## src/rtl/prec_sched_pkg.sv

```systemverilog
package prec_sched_pkg;
  typedef enum logic [1:0] {
    PREC_IDLE = 2'd0,
    PREC_NARROW = 2'd1,
    PREC_MID = 2'd2,
    PREC_WIDE = 2'd3
  } prec_e;
endpackage

```

## src/rtl/prec_operand_capture.sv

```systemverilog
module prec_operand_capture #(
  parameter int DATA_W = 32
) (
  input  logic              clk_i,
  input  logic              rst_ni,
  input  logic [DATA_W-1:0] word_i,
  input  logic              word_vld_i,
  input  logic              op_sel_i,
  output logic [DATA_W-1:0] op_a_o,
  output logic [DATA_W-1:0] op_b_o,
  output logic              pair_rdy_o
);
  logic load_a, load_b;
  assign load_a = word_vld_i & ~op_sel_i;
  assign load_b = word_vld_i & op_sel_i;

  always_ff @(posedge clk_i or negedge rst_ni) begin
    if (!rst_ni) begin
      op_a_o     <= '0;
      op_b_o     <= '0;
      pair_rdy_o <= 1'b0;
    end else begin
      if (load_a) op_a_o <= word_i;
      if (load_b) op_b_o <= word_i;
      pair_rdy_o <= load_b;
    end
  end


  pair_rdy_src_chk: assert property (@(posedge clk_i) disable iff (!rst_ni)
    pair_rdy_o |-> $past(word_vld_i && op_sel_i));

  op_a_hold_chk: assert property (@(posedge clk_i) disable iff (!rst_ni)
    !(word_vld_i && !op_sel_i) |=> $stable(op_a_o));
endmodule

```

## src/rtl/prec_classifier.sv

```systemverilog
module prec_classifier
  import prec_sched_pkg::*;
#(
  parameter int DATA_W   = 32,
  parameter int NARROW_W = 8,
  parameter int MID_W    = 16,
  parameter int MID_LIM  = 15
) (
  input  logic                clk_i,
  input  logic                rst_ni,
  input  logic [DATA_W-1:0]   op_a_i,
  input  logic [DATA_W-1:0]   op_b_i,
  input  logic                pair_rdy_i,
  output logic                pair_vld_o,
  output prec_e               prec_o,
  output logic [NARROW_W-1:0] a_nar_o,
  output logic [NARROW_W-1:0] b_nar_o,
  output logic [MID_W-1:0]    a_mid_o,
  output logic [MID_W-1:0]    b_mid_o,
  output logic [DATA_W-1:0]   a_wide_o,
  output logic [DATA_W-1:0]   b_wide_o
);
  logic  fits_nar, fits_mid;
  prec_e cls;

  // upper bits zero means the value is below 2**bits
  assign fits_nar = ~|op_a_i[DATA_W-1:NARROW_W] & ~|op_b_i[DATA_W-1:NARROW_W];
  assign fits_mid = ~|op_a_i[DATA_W-1:MID_LIM]  & ~|op_b_i[DATA_W-1:MID_LIM];

  always_comb begin
    if (fits_nar)      cls = PREC_NARROW;
    else if (fits_mid) cls = PREC_MID;
    else               cls = PREC_WIDE;
  end

  always_ff @(posedge clk_i or negedge rst_ni) begin
    if (!rst_ni) begin
      pair_vld_o <= 1'b0;
      prec_o     <= PREC_IDLE;
      a_nar_o    <= '0;
      b_nar_o    <= '0;
      a_mid_o    <= '0;
      b_mid_o    <= '0;
      a_wide_o   <= '0;
      b_wide_o   <= '0;
    end else begin
      pair_vld_o <= pair_rdy_i;
      if (pair_rdy_i) begin
        prec_o   <= cls;
        a_nar_o  <= (cls == PREC_NARROW) ? op_a_i[NARROW_W-1:0] : '0;
        b_nar_o  <= (cls == PREC_NARROW) ? op_b_i[NARROW_W-1:0] : '0;
        a_mid_o  <= (cls == PREC_MID)    ? op_a_i[MID_W-1:0]    : '0;
        b_mid_o  <= (cls == PREC_MID)    ? op_b_i[MID_W-1:0]    : '0;
        a_wide_o <= (cls == PREC_WIDE)   ? op_a_i               : '0;
        b_wide_o <= (cls == PREC_WIDE)   ? op_b_i               : '0;
      end
    end
  end


  pair_vld_src_chk: assert property (@(posedge clk_i) disable iff (!rst_ni)
    pair_vld_o |-> $past(pair_rdy_i));

  prec_hold_chk: assert property (@(posedge clk_i) disable iff (!rst_ni)
    !pair_vld_o |-> $stable(prec_o));

  unused_zero_chk: assert property (@(posedge clk_i) disable iff (!rst_ni)
    (prec_o == PREC_NARROW) |-> (a_mid_o == '0 && b_mid_o == '0 && a_wide_o == '0 && b_wide_o == '0));
endmodule

```

## src/rtl/prec_rate_gen.sv

```systemverilog
module prec_rate_gen
  import prec_sched_pkg::*;
#(
  parameter int SLOW_DIV = 4,
  parameter int MID_DIV  = 2,
  localparam int CNT_W   = (SLOW_DIV > 1) ? $clog2(SLOW_DIV) : 1
) (
  input  logic  clk_i,
  input  logic  rst_ni,
  input  prec_e rate_i,
  output logic  clk_en_o
);
  prec_e            rate_q;
  logic [CNT_W-1:0] cnt_q, last;
  logic             changed;

  always_comb begin
    case (rate_i)
      PREC_NARROW: last = CNT_W'(SLOW_DIV - 1);
      PREC_MID:    last = CNT_W'(MID_DIV - 1);
      default:     last = '0;
    endcase
  end

  assign changed  = (rate_i != rate_q);
  assign clk_en_o = !changed && (rate_i != PREC_IDLE) && (cnt_q == last);

  always_ff @(posedge clk_i or negedge rst_ni) begin
    if (!rst_ni) begin
      rate_q <= PREC_IDLE;
      cnt_q  <= '0;
    end else begin
      rate_q <= rate_i;
      if (changed || rate_i == PREC_IDLE || cnt_q == last) cnt_q <= '0;
      else cnt_q <= cnt_q + 1'b1;
    end
  end


  idle_quiet_chk: assert property (@(posedge clk_i) disable iff (!rst_ni)
    clk_en_o |-> (rate_i != PREC_IDLE));

  full_rate_chk: assert property (@(posedge clk_i) disable iff (!rst_ni)
    (rate_i == PREC_WIDE && rate_q == PREC_WIDE) |-> clk_en_o);

  half_rate_gap_chk: assert property (@(posedge clk_i) disable iff (!rst_ni)
    (clk_en_o && rate_i == PREC_MID) |=> !clk_en_o);

  restart_quiet_chk: assert property (@(posedge clk_i) disable iff (!rst_ni)
    changed |-> !clk_en_o);
endmodule

```

## src/rtl/prec_sched_top.sv

```systemverilog
module prec_sched_top
  import prec_sched_pkg::*;
#(
  parameter int DATA_W   = 32,
  parameter int NARROW_W = 8,
  parameter int MID_W    = 16,
  parameter int MID_LIM  = 15,
  parameter int SLOW_DIV = 4,
  parameter int MID_DIV  = 2
) (
  input  logic                clk_i,
  input  logic                rst_ni,
  input  logic [DATA_W-1:0]   word_i,
  input  logic                word_vld_i,
  input  logic                op_sel_i,
  output logic                pair_vld_o,
  output logic [1:0]          prec_o,
  output logic [NARROW_W-1:0] a8_o,
  output logic [NARROW_W-1:0] b8_o,
  output logic [MID_W-1:0]    a16_o,
  output logic [MID_W-1:0]    b16_o,
  output logic [DATA_W-1:0]   a32_o,
  output logic [DATA_W-1:0]   b32_o,
  output logic                clk_en_o
);
  logic [DATA_W-1:0] op_a, op_b;
  logic              pair_rdy;
  prec_e             prec;

  prec_operand_capture #(.DATA_W(DATA_W)) u_capture (
    .clk_i, .rst_ni, .word_i, .word_vld_i, .op_sel_i,
    .op_a_o(op_a), .op_b_o(op_b), .pair_rdy_o(pair_rdy)
  );

  prec_classifier #(
    .DATA_W(DATA_W), .NARROW_W(NARROW_W), .MID_W(MID_W), .MID_LIM(MID_LIM)
  ) u_classify (
    .clk_i, .rst_ni, .op_a_i(op_a), .op_b_i(op_b), .pair_rdy_i(pair_rdy),
    .pair_vld_o, .prec_o(prec),
    .a_nar_o(a8_o), .b_nar_o(b8_o), .a_mid_o(a16_o), .b_mid_o(b16_o),
    .a_wide_o(a32_o), .b_wide_o(b32_o)
  );

  prec_rate_gen #(.SLOW_DIV(SLOW_DIV), .MID_DIV(MID_DIV)) u_rate (
    .clk_i, .rst_ni, .rate_i(prec), .clk_en_o
  );

  assign prec_o = prec;


  wide_route_chk: assert property (@(posedge clk_i) disable iff (!rst_ni)
    (pair_vld_o && prec == PREC_WIDE) |-> (a32_o == $past(op_a) && b32_o == $past(op_b)));
endmodule

```

## config.mk

```make
export PLATFORM = sky130hd
export DESIGN_NAME = prec_sched_top
export DESIGN_NICKNAME = d
export VERILOG_FILES = /design/src/rtl/prec_sched_pkg.sv /design/src/rtl/prec_operand_capture.sv /design/src/rtl/prec_classifier.sv /design/src/rtl/prec_rate_gen.sv /design/src/rtl/prec_sched_top.sv
export SDC_FILE = /design/constraint.sdc
export NUM_CORES = 1
export LEC_CHECK = 0
export ABC_CLOCK_PERIOD_IN_PS = 3100
export BUFFER_PORTS_ARGS = -buffer_cell sky130_fd_sc_hd__buf_2
export CORE_MARGIN = 4
export CORE_UTILIZATION = 40
export DETAILED_ROUTE_END_ITERATION = 10
export GPL_ROUTABILITY_DRIVEN = 1
export GPL_TIMING_DRIVEN = 0
export PLACE_DENSITY_LB_ADDON = 0.3
export SLEW_MARGIN = 20
export SYNTH_ARGS = -nofsm -noshare
export SYNTH_HDL_FRONTEND = slang
export SYNTH_SLANG_ARGS = --single-unit
```

## constraint.sdc

```tcl
create_clock -name clk_i -period 3.1 [get_ports clk_i]
set_input_delay 0.465 -clock clk_i [delete_from_list [all_inputs] [get_ports clk_i]]
set_output_delay 0.465 -clock clk_i [all_outputs]
set_load 0.05 [all_outputs]
```

==> metrics.md <==
| Metric | Value |
|---|---|
| Outcome | completed |
| Number of synthesized flops with an enable pin | 0 |
| Unique masters post-synth | 32 |
| Vias in the first global route | 4915 |
| GRT Util Overall | 18.53% |
| Post-Syn Nets | 521 |
| Mapped Avg Cell Area | 14.62 sq um |
| RSZ-0062 raised after global routing | no |
| DP Cell Count | 860 |
| Total power | 6.568 mW |
| Synthesized instance count | 483 |
| Min Clock Period, post-route | 2.474 ns |
| Post-route setup slack | 0.6265 ns |
| Max cap viols | 0 |
| I/O Buffers | 151 |
| Synthesized cell area | 0.007059 sq mm |
| Top-area cell type share of the netlist area | 65.23% |
| Pre-CTS setup slack | 0.8085 ns |
| CP Class | reg -> out |
| Sequential fraction of the synthesis area | 65.23% |
| Post-CTS sizing | 0 |
| Pre-antenna DRT Iters | 4 |
| Diodes inserted | 0 |
| Worst-path clk slew | 0.07 ns |
| Antenna violations before repair | 1 |
| CP Cell Sequence | inv_1, ha_1, or3_1, nor3_1, buf_2 |
| Nets@finish | 692 |
| # setup viols final | 0 |
| Clk root buf | clkbuf_16 |
| CP required | 2.63 ns |
| Critical Path Start Type | register |
| VDD IR max | 0.4322 mV |
| Clock buffer depth | 2 |
| CTS H-tree lvls | 4 |
| Worst skew pair latency | 0.42 ns |
| Worst slew pin tran | 0.8947 ns |
| Synth Area in Compound Gates | 6.274% |
| Xor/xnor share of the synthesized area | 0.4963% |
| Achievable clock frequency | 404.3 MHz |
| Core ar. | 0.01730 sq mm |
| Largest net degree at the start of global routing | 105 |
| Routed len/inst | 19.98 microns |
| First-pass GRT wire length | 28.36 mm |
| Simple-gate share of the synthesized area | 5.370% |
| Initial core utilization | 40.81% |
| Synth Area in Adders | 0.3545% |
| DP Area | 0.008134 sq mm |
| Overflow after GRT | 0 |
| DR vias | 4595 |
| Max Slew Vio Count | 0 |
| Multiplexer share of the synthesized area | 19.89% |
| Share of layout cells above drive strength 1 | 43.63% |
| Main combinational cell family by area after synthesis | multiplexers |
| Crit path capture type | primary output |
| Slowest stage delay, CP | 0.43 ns |
| Area Growth Syn to Fin | 22.97% |
| Synth Register Bits | 184 |
| Post-CTS setup buffer count | 0 |
| Crit path max fanout | 5 |
| Lkg Pwr | 4.081 nW |
| Commonest non-fill, non-tap cell in the layout | dfrtp_1 |
| Hold Vio Cnt, Final | 0 |
| Hold_buf cts | 0 |
| I/O pin total | 152 |
| CP max stage cell | dfrtp_1 |
| CTS tree | yes |
| Asr flop ratio synth | 100.0% |
| Final Util | 50.19% |
| Crit share post-route | 79.79% |
| DRT iter0 DRCs | 179 |
| Most frequent cells in the layout | dfrtp_1, buf_2, mux2_2 |
| Arrival time worst endpoint | 2.01 ns |
| R2r setup slk | 0.78 ns |
| Placed wire-length estimate | 12.90 mm |
| Die Wd | 140.8 microns |
| Synth Warn # | 0 |
| Post-Layout Cell Count | 892 |
| CTS buffer count | 17 |
| Relative slew slack | 40.35% |
| Vias/cell | 5.151 |
| Die area | 0.01984 sq mm |
| Final Wtd Congestion | 0.8117 |
| PD cells | 756.6 mW/mm^2 |
| Layout Skew | 0.009342 ns |
| # DRC | 0 |
| HP Class | in -> async |
| FP Rows | 48 |
| Post-DRT Antenna Nets | 0 |
| Synth Flop Type | dfrtp_1 |
| Dominant cell type by area after synthesis | dfrtp_1 |
| Die height | 140.8 microns |
| WL final | 17.83 mm |
| Clock sinks | 184 |
| Leading post-synthesis cells by cell area | dfrtp_1, mux2_2, mux2i_1 |
| Final instance area | 0.008681 sq mm |
## metal layers
layer  wire length [microns]  vias to the layer above  track usage (%)
met5                      13                        -                0
met4                     182                        2            4.997
met3                    1087                       16            4.919
met2                    8783                      139            30.52
met1                    7757                     2360            24.47
li1                        -                     2078                -
## final cells by class
class | instances | area (sq um)
buffer | 32 | 146.4
clock buffer | 20 | 446.7
clock inverter | 12 | 100.1
fill | 1548 | 8616
inverter | 6 | 22.52
multi-input combinational | 261 | 2286
sequential | 184 | 4604
tap | 225 | 281.5
timing repair buffer | 152 | 793.3
## metrics by stage
step,setup TNS (ns),hold slack [ns]
after floorplan,0,0.1694
after global placement,-214.48,0.3569
after detailed placement,0,0.3634
after CTS,0,0.03481
after global routing,0,0.06231
final,0,0.009326
## path summary, 6_finish.rpt
| kind | endpoint | from | depth (start not counted) |
|---|---|---|---|
| max | clk_en_o | u_classify.prec_o[0] | 5 |
| min | u_classify.b_mid_o[9] | rst_ni | 1 |
| max reg2reg | u_classify.a_nar_o[4] | u_capture.op_a_o[28] | 6 |
| min reg2reg | u_classify.pair_vld_o | u_capture.pair_rdy_o | 0 |
| max in group asynchronous | u_classify.b_wide_o[27] | rst_ni | 2 |
| min in group clk_i | u_capture.op_a_o[24] | word_i[24] | 2 |
## flip-flops by register name, summed over array words and instances, names as in the netlist, 8 cells and up
name / flops
u_classify.b_mid_o: 16
u_classify.a_wide_o: 32
u_classify.a_mid_o: 16
u_classify.a_nar_o: 8
u_classify.b_nar_o: 8
u_capture.op_a_o: 32
u_classify.b_wide_o: 32
u_capture.op_b_o: 32
## critical path, delay by kind of cell (launching register included)
kind | cells | cell delay [ns]
DFF | 1 | 0.43
adders and majority gates | 1 | 0.19
buffers and inverters | 2 | 0.38
and+or+nand+nor | 2 | 0.59
## synthesized netlist by cell type, types with 2 or more instances
cell type,instances
nor4_1,8
o2bb2ai_1,32
ha_1,2
a22o_1,14
a2bb2oi_1,2
nor2_1,33
nor3_1,2
buf_1,10
nand2_1,3
dfrtp_1,184
xor2_1,4
inv_1,6
nand4_1,2
nand3_1,16
a21oi_1,2
mux2i_1,30
nor2b_1,3
mux2_2,98
buf_2,3
buf_4,4
clkbuf_1,14
## cells by family after synthesis
logic type,after synthesis
XOR/XNOR,4
AND/OR/NAND/NOR,75
multiplexers,128
AO/OA/AOI/OAI,52
flip-flops,184
adder cells (fa/ha/maj),2
buffers and inverters,38
## report_power, final
group          switching [mW]  leakage, nW  internal, mW
combinational            1.11         1.55         0.436
sequential              0.241         2.26          2.74
clock                   0.908        0.266          1.12
(Power assumes the default switching activity.)
